===== config.mk =====
export PLATFORM = sky130hd
export DESIGN_NAME = wide_down_timer
export DESIGN_NICKNAME = d
export VERILOG_FILES = /design/src/rtl/tmr56_pkg.sv /design/src/rtl/tmr_prescale.sv /design/src/rtl/tmr_count.sv /design/src/rtl/tmr_regs.sv /design/src/rtl/wide_down_timer.sv
export SDC_FILE = /design/constraint.sdc
export NUM_CORES = 1
export LEC_CHECK = 0
export ABC_AREA = 0
export ABC_CLOCK_PERIOD_IN_PS = 6700
export BUFFER_PORTS_ARGS = -buffer_cell sky130_fd_sc_hd__buf_2
export CORE_AREA = 3 3 179 181
export CTS_CLUSTER_DIAMETER = 30
export CTS_CLUSTER_SIZE = 40
export DETAILED_ROUTE_END_ITERATION = 10
export DIE_AREA = 0 0 182 184
export GPL_ROUTABILITY_DRIVEN = 1
export PLACE_DENSITY = 0.57
export SLEW_MARGIN = 20
export SYNTH_ARGS = -nofsm -noshare
export SYNTH_HDL_FRONTEND = slang
export SYNTH_HIERARCHICAL = 1
export SYNTH_SLANG_ARGS = --single-unit

===== constraint.sdc =====
create_clock -name clk -period 6.7 [get_ports clk]
set_clock_uncertainty 0.05 [all_clocks]
set_input_delay 1.005 -clock clk [delete_from_list [all_inputs] [get_ports clk]]
set_output_delay 1.005 -clock clk [all_outputs]
set_load 0.01 [all_outputs]

===== src/rtl/tmr56_pkg.sv =====
package tmr56_pkg;
  localparam int ADDR_W   = 3;
  localparam int PS_W     = 3;
  localparam int B_EN     = 0;
  localparam int B_RELOAD = 1;
  localparam int B_PS_LSB = 4;
  localparam int B_MODE   = 7;
  localparam int B_IE     = 8;

  typedef enum logic [ADDR_W-1:0] {
    A_CTRL   = 3'd0,
    A_IVL_LO = 3'd1,
    A_IVL_HI = 3'd2,
    A_CNT_LO = 3'd3,
    A_CNT_HI = 3'd4,
    A_STAT   = 3'd5
  } tmr_addr_e;

  typedef struct packed {
    logic            ie;
    logic            oneshot;
    logic [PS_W-1:0] ps;
    logic            en;
  } tmr_ctrl_t;
endpackage


===== src/rtl/tmr_prescale.sv =====
module tmr_prescale #(
  parameter int CODE_W  = 3,
  parameter int MAX_LOG = 4
) (
  input  logic              clk,
  input  logic              rst,
  input  logic              run,
  input  logic              restart,
  input  logic [CODE_W-1:0] code,
  output logic              tick
);
  logic [MAX_LOG-1:0] ps_cnt;
  logic [MAX_LOG-1:0] mask;
  int                 sh;

  // codes past the largest divider saturate at 2^MAX_LOG
  always_comb begin
    sh = (int'(code) > MAX_LOG) ? MAX_LOG : int'(code);
    for (int i = 0; i < MAX_LOG; i++) mask[i] = (i < sh);
  end

  assign tick = run && !restart && ((ps_cnt & mask) == mask);

  always_ff @(posedge clk) begin
    if (rst || !run || restart) ps_cnt <= '0;
    else                        ps_cnt <= ps_cnt + {{(MAX_LOG-1){1'b0}}, 1'b1};
  end
endmodule


===== src/rtl/tmr_count.sv =====
module tmr_count #(
  parameter int CNT_W = 56
) (
  input  logic             clk,
  input  logic             rst,
  input  logic             en,
  input  logic             oneshot,
  input  logic             reload,
  input  logic             tick,
  input  logic [CNT_W-1:0] interval,
  output logic [CNT_W-1:0] cnt_q,
  output logic             start,
  output logic             expire
);
  logic en_q;
  logic load;
  logic at_zero;

  assign start   = en && !en_q;
  assign load    = start || reload;
  assign at_zero = (cnt_q == '0);
  assign expire  = en && tick && at_zero && !load;

  always_ff @(posedge clk) begin
    if (rst) begin
      en_q  <= 1'b0;
      cnt_q <= '0;
    end else begin
      en_q <= en;
      if (load)
        cnt_q <= interval;
      else if (en && tick) begin
        if (at_zero) begin
          if (!oneshot) cnt_q <= interval;
        end else
          cnt_q <= cnt_q - {{(CNT_W-1){1'b0}}, 1'b1};
      end
    end
  end

  assert_load_on_start_R3: assert property (@(posedge clk) disable iff (rst)
    start |=> cnt_q == $past(interval));

  assert_hold_when_off_R7: assert property (@(posedge clk) disable iff (rst)
    (!en && !reload) |=> $stable(cnt_q));
endmodule


===== src/rtl/tmr_regs.sv =====
module tmr_regs
  import tmr56_pkg::*;
#(
  parameter int CNT_W = 56,
  parameter int DW    = 32
) (
  input  logic              clk,
  input  logic              rst,
  input  logic [ADDR_W-1:0] addr,
  input  logic              wr_en,
  input  logic [DW-1:0]     wr_data,
  input  logic              rd_en,
  input  logic [CNT_W-1:0]  cnt,
  input  logic              expire,
  output tmr_ctrl_t         ctrl,
  output logic              reload_pend,
  output logic [CNT_W-1:0]  interval,
  output logic [DW-1:0]     rd_data,
  output logic              irq
);
  localparam int HI_W = CNT_W - DW;

  tmr_addr_e      a_e;
  logic           wr_ctrl;
  logic           wr_stat;
  logic           pend;
  logic [DW-1:0]  stage_lo;
  logic [HI_W-1:0] shadow;
  logic [DW-1:0]  ctrl_word;

  assign a_e     = tmr_addr_e'(addr);
  assign wr_ctrl = wr_en && (a_e == A_CTRL);
  assign wr_stat = wr_en && (a_e == A_STAT);

  always_comb begin
    ctrl_word                    = '0;
    ctrl_word[B_EN]              = ctrl.en;
    ctrl_word[B_RELOAD]          = reload_pend;
    ctrl_word[B_PS_LSB +: PS_W]  = ctrl.ps;
    ctrl_word[B_MODE]            = ctrl.oneshot;
    ctrl_word[B_IE]              = ctrl.ie;
  end

  // control word; a single-shot expiry has the last say on enable
  always_ff @(posedge clk) begin
    if (rst) begin
      ctrl        <= '0;
      reload_pend <= 1'b0;
    end else begin
      reload_pend <= wr_ctrl && wr_data[B_RELOAD];
      if (wr_ctrl) begin
        ctrl.en      <= wr_data[B_EN];
        ctrl.ps      <= wr_data[B_PS_LSB +: PS_W];
        ctrl.oneshot <= wr_data[B_MODE];
        ctrl.ie      <= wr_data[B_IE];
      end
      if (expire && ctrl.oneshot) ctrl.en <= 1'b0;
    end
  end

  // interval: low word staged, committed by the high-word write
  always_ff @(posedge clk) begin
    if (rst) begin
      stage_lo <= '0;
      interval <= '0;
    end else if (wr_en) begin
      if (a_e == A_IVL_LO) stage_lo <= wr_data;
      if (a_e == A_IVL_HI) interval <= {wr_data[HI_W-1:0], stage_lo};
    end
  end

  // pending flag: set beats clear
  always_ff @(posedge clk) begin
    if (rst) begin
      pend <= 1'b0;
      irq  <= 1'b0;
    end else begin
      if (expire)                     pend <= 1'b1;
      else if (wr_stat && wr_data[0]) pend <= 1'b0;
      irq <= pend && ctrl.ie;
    end
  end

  // registered read port with high-bit snapshot
  always_ff @(posedge clk) begin
    if (rst) begin
      rd_data <= '0;
      shadow  <= '0;
    end else if (rd_en) begin
      case (a_e)
        A_CTRL:   rd_data <= ctrl_word;
        A_IVL_LO: rd_data <= interval[DW-1:0];
        A_IVL_HI: rd_data <= {{(DW-HI_W){1'b0}}, interval[CNT_W-1:DW]};
        A_CNT_LO: begin
          rd_data <= cnt[DW-1:0];
          shadow  <= cnt[CNT_W-1:DW];
        end
        A_CNT_HI: rd_data <= {{(DW-HI_W){1'b0}}, shadow};
        A_STAT:   rd_data <= {{(DW-1){1'b0}}, pend};
        default:  rd_data <= '0;
      endcase
    end
  end

  assert_reload_selfclear_R8: assert property (@(posedge clk) disable iff (rst)
    (reload_pend && !wr_ctrl) |=> !reload_pend);

  assert_set_wins_R12: assert property (@(posedge clk) disable iff (rst)
    expire |=> pend);

  assert_oneshot_stops_R6: assert property (@(posedge clk) disable iff (rst)
    (expire && ctrl.oneshot) |=> !ctrl.en);
endmodule


===== src/rtl/wide_down_timer.sv =====
module wide_down_timer #(
  parameter int CNT_W   = 56,
  parameter int DW      = 32,
  parameter int MAX_LOG = 4
) (
  input  logic                        clk,
  input  logic                        rst,
  input  logic [tmr56_pkg::ADDR_W-1:0] addr,
  input  logic                        wr_en,
  input  logic [DW-1:0]               wr_data,
  input  logic                        rd_en,
  output logic [DW-1:0]               rd_data,
  output logic                        irq
);
  import tmr56_pkg::*;

  tmr_ctrl_t        ctrl;
  logic             reload_pend;
  logic [CNT_W-1:0] interval;
  logic [CNT_W-1:0] cnt;
  logic             start;
  logic             expire;
  logic             tick;

  tmr_regs #(.CNT_W(CNT_W), .DW(DW)) u_regs (
    .clk(clk), .rst(rst), .addr(addr), .wr_en(wr_en), .wr_data(wr_data),
    .rd_en(rd_en), .cnt(cnt), .expire(expire), .ctrl(ctrl),
    .reload_pend(reload_pend), .interval(interval), .rd_data(rd_data), .irq(irq)
  );

  tmr_prescale #(.CODE_W(PS_W), .MAX_LOG(MAX_LOG)) u_ps (
    .clk(clk), .rst(rst), .run(ctrl.en), .restart(start), .code(ctrl.ps), .tick(tick)
  );

  tmr_count #(.CNT_W(CNT_W)) u_cnt (
    .clk(clk), .rst(rst), .en(ctrl.en), .oneshot(ctrl.oneshot), .reload(reload_pend),
    .tick(tick), .interval(interval), .cnt_q(cnt), .start(start), .expire(expire)
  );
endmodule


Word level (Yosys, flattened, before mapping)
Cells that the tools add are included.
W data, S select, Z words.

operators by class
  reductions and logical operators = 28
  multiplexer cells = 8
  add/subtract/negate cells = 2
  eq/ne operators = 7
  $lt $le $gt $ge = 5
  bitwise operators = 1

operator list
  kind                     number
  $mux W56                 4
  $pmux W32 S6             1
  $lt A3 B32 Y1 const A    2
  $logic_not A56 Y1        1
  $sub A56 B1 Y56 const B  1
  $lt A1 B32 Y1 const A    1
  $lt A2 B32 Y1 const A    1
  $logic_and A1 B1 Y1      12
  $reduce_and A2 Y1        4
  $eq A3 B2 Y1 const B     2
  $eq A3 B3 Y1 const B     2
  $add A4 B1 Y4 const B    1
  $and A4 B4 Y4            1
  $eq A4 B4 Y1             1
  $logic_not A1 Y1         4
  $reduce_bool A2 Y1       2
  $eq A3 B1 Y1 const B     1
  $gt A3 B3 Y1 const B     1
  $logic_not A3 Y1         1
  $logic_or A1 B1 Y1       3
  $mux W3                  1
  $ne A3 B2 Y1 const B     1
  $mux W1                  2
  $reduce_or A2 Y1         1

storage, ports and cells
  output and inout bits = 33
  bits in registers = 214

Logic depth before layout (Yosys ltp)
  depth after elaboration = 11
  gate-level depth with buffers = 11

Modules after synthesis
Netlist, hierarchy kept.

modules (own cells, without submodules)
  module        cells an instance  sequential area each (µm²)  area each (µm²)  times used
  tmr_regs      732                3062.9                      6132.1           1
  tmr_count     510                1141.1                      3747.3           1
  tmr_prescale  22                 80.1                        196.4            1

Worst setup path after synthesis
Ideal clock, no wire load.

  path kind = register to register
  start point = reg u_cnt.cnt_q[48]
  end point = reg u_cnt.cnt_q[10]
  data arrival time = 2.761 ns
  stages on the path, launching flop included = 11
  library setup time = 0.117 ns
  data required time = 6.533 ns
  path slack = 3.772 ns
  period minus slack after synthesis = 2.928 ns
  cell sequence = dfxtp_1 or4_4 or3_1 buf_2 or4_1 buf_2 o31a_4 nor2_8 nor2_4 buf_6 a32o_1

between the ends
  word-level cells in the longest chain between the ends = 4

ends and longest elaborated chain
  item                    RTL line         text
  from (decl)             tmr_count.sv:11  output logic [CNT_W-1:0] cnt_q,
  from (signal assigned)  tmr_count.sv:31  cnt_q <= interval;
  from (signal assigned)  tmr_count.sv:34  if (!oneshot) cnt_q <= interval;
  from (signal assigned)  tmr_count.sv:36  cnt_q <= cnt_q - {{(CNT_W-1){1'b0}}, 1'b1};
  $logic_not A56 Y1 (*)   tmr_count.sv:21  assign at_zero = (cnt_q == '0);
  $mux W56                tmr_count.sv:33  if (at_zero) begin
  $mux W56                tmr_count.sv:32  else if (en && tick) begin
  $mux W56                tmr_count.sv:30  if (load)

Every way passes the cells marked *; elsewhere a longest branch is shown, timed or not. The select of a mux whose other input is x is not followed.
A chain may end at the register's enable or synchronous reset.

Final worst setup path
  start point = reg u_cnt.cnt_q[8]
  end point = reg u_cnt.cnt_q[32]

between the ends
  word-level cells in the longest chain between the ends = 4

ends and longest elaborated chain
  item                                                         RTL line
  $sub A56 B1 Y56 / $logic_not A56 Y1 (equally long branches)  tmr_count.sv:36, tmr_count.sv:21
  $mux W56                                                     tmr_count.sv:33
  $mux W56                                                     tmr_count.sv:32
  $mux W56                                                     tmr_count.sv:30

Several ways; a longest one is shown, not always the timed one. The select of a mux whose other input is x is not followed.

==> flow_metrics.env <==
export IMPL_clk_transition_reported_paths_ns=0.05
export IMPL_setup_worst_path_class="register to register"
export IMPL_clk_insertion_delay_late_ns=0.54
export IMPL_cts_buffer_depth=3
export IMPL_drc=0
export IMPL_port_buffers=71
export IMPL_netlist_area_um2=10100
export IMPL_floorplan_initialDensity=0.329
export IMPL_post_cts_hold_buffer_count=0
export IMPL_finalCritPeriodShare=0.596
export IMPL_multi_input_comb_area_um2=5360
export IMPL_finalWorstPathRequiredPeriod_ns=3.99
export IMPL_cap_violations=0
export IMPL_core_area_um2=30600
export IMPL_cts_setup_buffers=0
export IMPL_post_drt_wl_per_cell_um=20.2
export IMPL_rows=64
export IMPL_grt_util_all_layers=0.205
export IMPL_finalSetupViolations=0
export IMPL_ys_top_cells_by_area="dfxtp_1 43%, nand2_1 11%, a21oi_1 8.2%, mux2_2 4.7%, o21ai_0 3.6%"
export IMPL_cellLeakagePower_uw=0.00446
export IMPL_detailed_place_hpwl_mm=24.0
export IMPL_crit_fanout=45
export IMPL_synth_yosys_warnings=6
export IMPL_pins_over_their_slew_limit=0
export IMPL_antennaDiodeCount=0
export IMPL_grt_setup_unrepaired="false"
export IMPL_cp_data_required_time_ns=7.07
export IMPL_tritoncts="yes"
export IMPL_drtAntennaViolNets=0
export IMPL_yosys_area_top_type="dfxtp_1"
export IMPL_antenna_found_initial=1
export IMPL_clock_fmax_ghz=0.251
export IMPL_die_area_um2=33500
export IMPL_synthDominantCellAreaShare=0.425
export IMPL_synth_fp_nets=1306
export IMPL_dr_first_iter_drc_count=925
export IMPL_final_net_count=1349
export IMPL_via_count=9768
export IMPL_globalRoute_totalOverflow=0
export IMPL_worst_slew_pin_transition_ns=1.17
export IMPL_cp_start_kind="register"
export IMPL_timing_hold_worst_class="register to register"
export IMPL_count_of_flip_flops_with_a_built_in_enable_after_synthesis=0
export IMPL_gpl_final_weighted_congestion=0.993
export IMPL_timing_critical_path_to_type="register"
export IMPL_detail_route_first_pass_iterations=5
export IMPL_htreeDepth=2
export IMPL_final_fill_count=3147
export IMPL_first_global_vias=9569
export IMPL_cellPowerDensity_nw_per_um2=546
export IMPL_ys_ff_latch=214
export IMPL_fraction_of_registers_with_async_set_reset=0
export IMPL_ff_latch_area_um2=4280
export IMPL_grt_max_degree=77
export IMPL_synthCells=1264
export IMPL_hold_viol=0
export IMPL_status="finished clean"
export IMPL_cts_resized=0
export IMPL_ctsRootBufferMaster="clkbuf_16"
export IMPL_ys_types=72
export IMPL_tritoncts_num_sinks=214
export IMPL_areaGrowthSynthToFinish_pct=21.8
export IMPL_wire_length_of_the_first_global_routing_pass_mm=55.1
export IMPL_layout_drive_gt1_share=0.178
export IMPL_synth_top_flop_cell="dfxtp_1"
export IMPL_timing_slew_headroom=0.220
export IMPL_critPathArrivalTime_ns=4.37
export IMPL_setup_total_negative_slack_ns=0
export IMPL_die_width_um=182
export IMPL_synth_seq_area_share=0.425
export IMPL_routed_wl_mm=35.2
export IMPL_worst_ir_drop_vdd_uv=311
export IMPL_fp_dieH_um=184
export IMPL_ioPinCount=72
export IMPL_tritoncts_num_buffers=45
export IMPL_postSynthAreaPerCell_um2=7.97
export IMPL_drt_vias_per_instance=5.61
export IMPL_power_uw=6700
## report_power, final
group	switching (µW)	internal, µW	total [µW]
sequential	79.7	1330	1410
combinational	2040	996	3040
clock	764	1480	2250
total	2890	3810	6700
## metrics by stage
step / instance area, µm² / setup WS (ns) / utilization / hold slack, ns / instances
2_1_floorplan: 10100 / 3.77 / - / 0.369 / 1264
3_3_place_gp: 10700 / 2.85 / 0.349 / 0.389 / 1655
3_5_place_dp: 10700 / 2.78 / 0.350 / 0.392 / 1656
4_1_cts: 12300 / 2.77 / 0.401 / 0.395 / 1740
5_1_grt: 12300 / 2.42 / 0.401 / 0.419 / 1740
6_report: 12300 / 2.71 / 0.401 / 0.395 / 1740
## worst paths after layout
kind	depth (start not counted)	slack, ns	startpoint	end
min	2	0.39	u_regs/stage_lo[13]	u_regs/interval[13]
min reg2reg	2	0.39	u_regs/stage_lo[13]	u_regs/interval[13]
max	7	2.71	u_cnt/cnt_q[8]	u_cnt/cnt_q[32]
max reg2reg	7	2.71	u_cnt/cnt_q[8]	u_cnt/cnt_q[32]
## worst max-delay path: stages (launching register included)
cell	delay (ns)
dfxtp_1	0.37
nor4_1	0.70
nand2_1	0.28
or4_1	0.70
o21ai_4	0.82
buf_4	0.55
o41ai_1	0.15
a32o_1	0.21
## cell type report
cell class                 count  share of cell area
clock inverter                28              0.0268
timing repair buffer          92              0.0430
multi-input combinational    943               0.436
tap                          396              0.0404
inverter                      11             0.00336
sequential                   214               0.349
clock buffer                  56               0.101
## sequential cells by signal (all words and copies together) (netlist names)
name and count:
u_regs/shadow 24, u_regs/rd_data 32, u_ps/ps_cnt 4, u_regs/pend 1, u_cnt/en_q 1, u_regs/reload_pend 1, u_regs/ctrl 6, u_regs/interval 56
u_regs/stage_lo 32, u_regs/irq 1, u_cnt/cnt_q 56
## cell families after synthesis
group                    Yosys count  synth area share
AO/OA/AOI/OAI                    375             0.230
XOR/XNOR                           2           0.00174
adder cells (fa/ha/maj)            3           0.00373
buffers and inverters            107            0.0473
flip-flops                       214             0.425
multiplexers                      51            0.0559
AND/OR/NAND/NOR                  512             0.236
## metal layers
layer / vias to the layer above / share of wire / track usage
met4: 0 / 0.032 / 0.0783
met1: 4665 / 0.45 / 0.276
met2: 357 / 0.46 / 0.330
met3: 86 / 0.062 / 0.0368
li1: 4660 / - / -
met5: - / 0 / 0
## Yosys cell counts (3+ instances only)
cell type	n
a21oi_1	166
a22oi_1	16
a31o_1	3
a31oi_1	9
a32o_1	17
a32oi_1	23
and2_1	4
and3_1	4
and4_1	4
buf_1	5
buf_2	38
buf_4	3
clkbuf_1	47
dfxtp_1	214
ha_1	3
inv_1	11
mux2_2	42
mux2i_1	9
nand2_1	296
nand2b_1	3
nand3_1	19
nand4_1	11
nand4b_1	3
nor2_1	68
nor2b_1	16
nor3_1	23
nor3b_1	5
nor4_1	15
o211ai_1	5
o21ai_0	73
o21ai_1	3
o22ai_1	15
o31a_1	9
o31ai_1	6
o41ai_1	9
or2_2	4
or3_1	9
or4_1	10
## cell usage in the layout, fill, tap and decap left out, drive strengths merged, types with 5 or more instances in the layout
cell | netlist | routed
a21oi | 166 | 166
a22oi | 16 | 16
a31oi | 9 | 9
a32o | 17 | 17
a32oi | 23 | 23
buf | 48 | 92
clkbuf | 48 | 56
clkinv | 0 | 11
clkinvlp | 0 | 7
dfxtp | 214 | 214
inv | 11 | 17
mux2 | 42 | 42
mux2i | 9 | 9
nand2 | 296 | 296
nand3 | 19 | 19
nand4 | 11 | 11
nor2 | 70 | 70
nor2b | 16 | 16
nor3 | 23 | 23
nor3b | 6 | 6
nor4 | 17 | 17
o211ai | 5 | 5
o21ai | 78 | 78
o22ai | 15 | 15
o31a | 10 | 10
o31ai | 7 | 7
o41ai | 9 | 9
or3 | 10 | 10
or4 | 11 | 11
No activity file was read; power rests on OpenSTA's default activity.
